## src/rtl/eol_alarm_pkg.sv

```systemverilog
package eol_alarm_pkg;
    typedef enum logic [2:0] {
        ST_IDLE  = 3'd0,
        ST_BURST = 3'd1,
        ST_ALARM = 3'd2,
        ST_ARM   = 3'd3,
        ST_FIRE  = 3'd4
    } eol_state_e;
endpackage

```

## src/rtl/eol_tick_div.sv

```systemverilog
// Tick-driven interval counter: wrap pulses on the tick that completes PERIOD.
module eol_tick_div #(
    parameter int PERIOD = 125
) (
    input  logic clk,
    input  logic rst_n,
    input  logic run,
    input  logic tick,
    output logic wrap
);
    localparam int W = (PERIOD > 1) ? $clog2(PERIOD) : 1;
    localparam logic [W-1:0] LAST = W'(PERIOD - 1);

    logic [W-1:0] cnt;

    assign wrap = run && tick && (cnt == LAST);

    always_ff @(posedge clk or negedge rst_n) begin
        if (!rst_n) begin
            cnt <= '0;
        end else if (!run) begin
            cnt <= '0;
        end else if (tick) begin
            cnt <= (cnt == LAST) ? '0 : cnt + W'(1);
        end
    end
endmodule

```

## src/rtl/eol_alarm_fsm.sv

```systemverilog
// Alarm sequencer: burst, blink, periodic firing and clearing.
module eol_alarm_fsm
    import eol_alarm_pkg::*;
#(
    parameter int BURST_HALVES = 4
) (
    input  logic       clk,
    input  logic       rst_n,
    input  logic       eol_req,
    input  logic       pos_half,
    input  logic       pos_rise,
    input  logic       pos_fall,
    input  logic       clear,
    input  logic       blink_wrap,
    input  logic       scr_wrap,
    output eol_state_e state,
    output logic       led_on,
    output logic       scr_gate
);
    localparam int BW = $clog2(BURST_HALVES + 1);
    localparam logic [BW-1:0] LAST_HALF = BW'(BURST_HALVES - 1);

    eol_state_e state_q, state_d;
    logic [BW-1:0] half_cnt;
    logic          blink_on;
    logic          alarm_phase;

    assign state       = state_q;
    assign alarm_phase = (state_q == ST_ALARM) || (state_q == ST_ARM) || (state_q == ST_FIRE);

    // next-state logic
    always_comb begin
        state_d = state_q;
        unique case (state_q)
            ST_IDLE:  if (eol_req) state_d = ST_BURST;
            ST_BURST: if (clear) state_d = ST_IDLE;
                      else if (pos_fall && half_cnt == LAST_HALF) state_d = ST_ALARM;
            ST_ALARM: if (clear) state_d = ST_IDLE;
                      else if (scr_wrap) state_d = ST_ARM;
            ST_ARM:   if (clear) state_d = ST_IDLE;
                      else if (pos_rise) state_d = ST_FIRE;
            ST_FIRE:  if (clear) state_d = ST_IDLE;
                      else if (pos_fall) state_d = ST_ALARM;
            default:  state_d = ST_IDLE;
        endcase
    end

    // state register and sequencing counters
    always_ff @(posedge clk or negedge rst_n) begin
        if (!rst_n) begin
            state_q  <= ST_IDLE;
            half_cnt <= '0;
            blink_on <= 1'b1;
        end else begin
            state_q <= state_d;
            if (state_q != ST_BURST) begin
                half_cnt <= '0;
            end else if (pos_fall) begin
                half_cnt <= half_cnt + BW'(1);
            end
            if (!alarm_phase) begin
                blink_on <= 1'b1;
            end else if (blink_wrap) begin
                blink_on <= !blink_on;
            end
        end
    end

    // outputs, all qualified by the positive half cycle
    always_comb begin
        scr_gate = 1'b0;
        led_on   = alarm_phase && blink_on && pos_half;
        unique case (state_q)
            ST_BURST: scr_gate = pos_half;
            ST_ARM:   scr_gate = pos_rise;
            ST_FIRE:  scr_gate = pos_half;
            default:  scr_gate = 1'b0;
        endcase
    end
endmodule

```

## src/rtl/eol_alarm_ctrl.sv

```systemverilog
// End-of-life alarm indicator controller (top).
module eol_alarm_ctrl
    import eol_alarm_pkg::*;
#(
    parameter int BURST_HALVES  = 4,
    parameter int BLINK_MS      = 125,
    parameter int SCR_PERIOD_MS = 4500,
    parameter int ST_PERIOD_MS  = 1000
) (
    input  logic clk,
    input  logic rst_n,
    input  logic eol_req,
    input  logic pos_half,
    input  logic tick_ms,
    input  logic st_pass,
    input  logic gf_detect,
    output logic led_on,
    output logic scr_gate,
    output logic st_trigger
);
    eol_state_e state;
    logic pos_q, pos_rise, pos_fall, clear;
    logic latched, alarm_run;
    logic blink_wrap, scr_wrap, st_wrap;

    assign pos_rise  = pos_half && !pos_q;
    assign pos_fall  = !pos_half && pos_q;
    assign clear     = st_pass || gf_detect;
    assign latched   = (state != ST_IDLE);
    assign alarm_run = latched && (state != ST_BURST);

    always_ff @(posedge clk or negedge rst_n) begin
        if (!rst_n) begin
            pos_q      <= 1'b0;
            st_trigger <= 1'b0;
        end else begin
            pos_q      <= pos_half;
            st_trigger <= st_wrap && !clear;
        end
    end

    eol_tick_div #(.PERIOD(BLINK_MS)) u_blink_div (
        .clk(clk), .rst_n(rst_n), .run(alarm_run), .tick(tick_ms), .wrap(blink_wrap)
    );

    eol_tick_div #(.PERIOD(SCR_PERIOD_MS)) u_scr_div (
        .clk(clk), .rst_n(rst_n), .run(alarm_run), .tick(tick_ms), .wrap(scr_wrap)
    );

    eol_tick_div #(.PERIOD(ST_PERIOD_MS)) u_st_div (
        .clk(clk), .rst_n(rst_n), .run(latched), .tick(tick_ms), .wrap(st_wrap)
    );

    eol_alarm_fsm #(.BURST_HALVES(BURST_HALVES)) u_fsm (
        .clk(clk), .rst_n(rst_n), .eol_req(eol_req), .pos_half(pos_half),
        .pos_rise(pos_rise), .pos_fall(pos_fall), .clear(clear),
        .blink_wrap(blink_wrap), .scr_wrap(scr_wrap),
        .state(state), .led_on(led_on), .scr_gate(scr_gate)
    );
endmodule

```

## config.mk

```make
export PLATFORM = sky130hd
export DESIGN_NAME = eol_alarm_ctrl
export DESIGN_NICKNAME = d
export VERILOG_FILES = /design/src/rtl/eol_alarm_pkg.sv /design/src/rtl/eol_tick_div.sv /design/src/rtl/eol_alarm_fsm.sv /design/src/rtl/eol_alarm_ctrl.sv
export SDC_FILE = /design/constraint.sdc
export NUM_CORES = 1
export LEC_CHECK = 0
export BUFFER_PORTS_ARGS = -buffer_cell sky130_fd_sc_hd__buf_2
export CORE_MARGIN = 2
export CORE_UTILIZATION = 50
export DETAILED_ROUTE_END_ITERATION = 6
export PLACE_DENSITY = 0.7
export SLEW_MARGIN = 30
export SYNTH_ARGS = -nofsm -noshare
export SYNTH_HDL_FRONTEND = slang
export SYNTH_SLANG_ARGS = --single-unit
```

## constraint.sdc

```tcl
create_clock -name clk -period 5.7 [get_ports clk]
set_input_delay 0.285 -clock clk [delete_from_list [all_inputs] [get_ports clk]]
set_output_delay 0.285 -clock clk [all_outputs]
set_load 0.005 [all_outputs]
```

==> flow_metrics.py <==
metrics = {
    "placement": {
        "io_buffers": 9,
        "place_congestion": 0.7980,
        "dp_hpwl_um": 2842,
    },
    "power": {
        "fin_total_pwr_w": 0.0005955,
        "ir_worst_vdd_mv": 0.1758,
        "pwr_density_cell_nw_per_um2": 256.3,
        "leakagePower_nw": 0.9975,
    },
    "die": {
        "ios": 10,
        "core_area_um2": 4086,
        "dieArea_um2": 4848,
        "die_height_um": 69.63,
        "start_util": 0.5269,
        "rows": 23,
        "die_w_um": 69.63,
    },
    "job": {
        "cap_violations": 0,
    },
    "cells_and_area": {
        "mostFrequentLayoutCell": "dfrtp_1",
        "mostFrequentLayoutCells": "dfrtp_1, nand2_1, o21ai_0",
        "areaGrowthSynthToFinish_pct": 7.902,
        "final_util": 0.5686,
        "drive_gt1_frac": 0.1200,
        "antenna_cells": 0,
        "fin_nets": 262,
    },
    "timing": {
        "slew_headroom": 0.4048,
        "rsz0062_at_grt": "false",
        "min_period_over_period": 0.3623,
        "hold_viol_final": 0,
        "min_period_ps": 2065,
        "setup_viol": 0,
        "fmax_mhz": 484.2,
        "setup-tns-final_ps": 0,
        "clock_skew_ps": 9.320,
        "worstMarginPinSlew_ps": 885.3,
        "slew_viol_final": 0,
    },
    "detailed_routing": {
        "wl_per_cell_um": 13.82,
        "avgViaCountPerCell": 5.737,
        "drt_wl_total_um": 4147,
        "drt_iter0_markers": 69,
        "drt-pass1-iter-count": 4,
        "vias": 1721,
        "ant_nets": 0,
        "route.detailed.drc": 0,
    },
    "grt": {
        "grt_pass1_vias": 1667,
        "grt_pass1_wl_um": 7500,
        "track_usage": 0.1913,
        "antenna_found_initial": 0,
        "overflow": 0,
        "grt_max_degree": 40,
    },
    "setup_path": {
        "critical_path_required_ps": 5890,
        "critPathSlowestCell": "or4_4",
        "slowest_delay_ps": 560,
        "crit_type": "reg2reg",
        "end_kind": "register",
        "worst-path-buf-inv": 0,
        "arrival_ps": 2260,
        "crit_family": "simple AND/OR/NAND/NOR gates",
        "worstSetupStartpointType": "register",
        "cp_cell_sequence": "or4_4, nor4_4, nor2_2, a21o_1, a22o_1",
        "worst-path-max-fanout": 17,
    },
    "worst_hold_path": {
        "hold_path_class": "in2reg",
    },
    "clock_network": {
        "root_buffer": "clkbuf_8",
        "clk_path_buf_depth": 2,
        "htree_num_levels": 2,
        "ctsHoldBuffers": 0,
        "tritoncts": "built",
        "cts_made_buffers": 5,
        "clk_pin_slew_ps": 80,
        "cts_setup_buffers": 0,
        "clkLatencyLatePin_ps": 300,
        "post_cts_resized": 0,
        "cts_sinks": 39,
    },
    "yosys": {
        "netlist_area_um2": 2153,
        "synthDistinctLibCells": 44,
        "ys_async_sr_fraction": 1.000,
        "yosysWarnings": 0,
        "synthCells": 240,
        "syn_nets": 253,
        "synth_area_leaders": "dfrtp_1, o21ai_0, nand2_1, nor2_1, ha_1",
        "ys_ff_latch": 39,
        "synth_edf_count": 0,
        "netlist.area_leader.share": 0.4416,
        "synth.avg_cell_area_um2": 8.972,
        "synth_ff_type": "dfrtp_1",
        "yosysTopAreaCell": "dfrtp_1",
        "seq_area_frac_synth": 0.4538,
    },
    "run_status": {
        "status": "complete, no violations",
    },
}
## sequential cells by signal, indices dropped and copies added (netlist names)
| register | flops |
|---|---|
| u_fsm.half_cnt | 3 |
| u_st_div.cnt | 10 |
| u_fsm.blink_on | 1 |
| u_blink_div.cnt | 7 |
| u_fsm.state | 3 |
| u_scr_div.cnt | 13 |
| pos_q | 1 |
| st_trigger | 1 |
## per-stage QoR
stage | instances | area [um2] | hold WS, ps | worst slack (ps)
floorplan | 240 | 2153 | -10.59 | 3857
global placement | 291 | 2223 | 444.2 | 3675
detailed placement | 291 | 2223 | 454.1 | 3633
CTS | 299 | 2308 | 125.7 | 3623
global route | 300 | 2323 | 146.5 | 3430
finish | 300 | 2323 | 156.0 | 3635
## synth_stat cells (all sizes together), types with 2 or more instances
cell	count
a21o	3
mux2i	2
a211oi	2
and3	7
inv	7
a22o	5
nor2	28
nand4b	2
o21ai	29
mux2	2
nor3b	2
nand4	4
nor2b	3
a21oi	8
clkbuf	7
nand2	30
ha	6
xor2	3
or2	2
o31ai	3
nand3	7
o21a	3
xnor2	5
dfrtp	38
nand2b	4
a31oi	4
nor3	10
## area by class of cell
class | instances | area (um2)
sequential | 39 | 977.2
multi-input combinational | 186 | 1115
timing repair buffer | 10 | 57.56
tap | 50 | 62.56
fill | 390 | 1763
inverter | 7 | 26.28
clock buffer | 6 | 72.57
clock inverter | 2 | 12.51
## worst paths after layout
check / slack (ps) / cells past startpoint / end / from
worst min-delay path: 160 / 1 / pos_q / pos_half
max in group asynchronous: 4870 / 2 / u_fsm.blink_on / rst_n
min in group asynchronous: 490 / 2 / u_blink_div.cnt[5] / rst_n
worst min register to register: 510 / 1 / u_st_div.cnt[3] / u_st_div.cnt[3]
worst max register to register: 3630 / 5 / u_scr_div.cnt[5] / u_scr_div.cnt[2]
worst max-delay path: 3630 / 5 / u_scr_div.cnt[5] / u_scr_div.cnt[2]
## cell families after synthesis
group	share of synthesized area
compound gates	0.1824
buf+inv	0.02964
flops	0.4538
xor+xnor	0.03254
mux	0.01976
simple gates	0.2469
fa+ha+maj	0.03486
## per-layer routing
layer  GRT usage  up-vias  share of wire
met2      0.3130       21           0.47
met1      0.2467      817           0.48
li1            -      876              -
met5           0        -              0
met3     0.04215        7          0.032
met4     0.07692        0          0.016
## power breakdown
part           internal [W]  switching (W)   total, W  leakage (nW)
logic             0.0000398      0.0000583  0.0000982         0.422
registers          0.000293      0.0000184   0.000312         0.534
clock network     0.0000856       0.000100   0.000186        0.0412
total              0.000419       0.000177   0.000596         0.998
(Power assumes the default switching activity.)
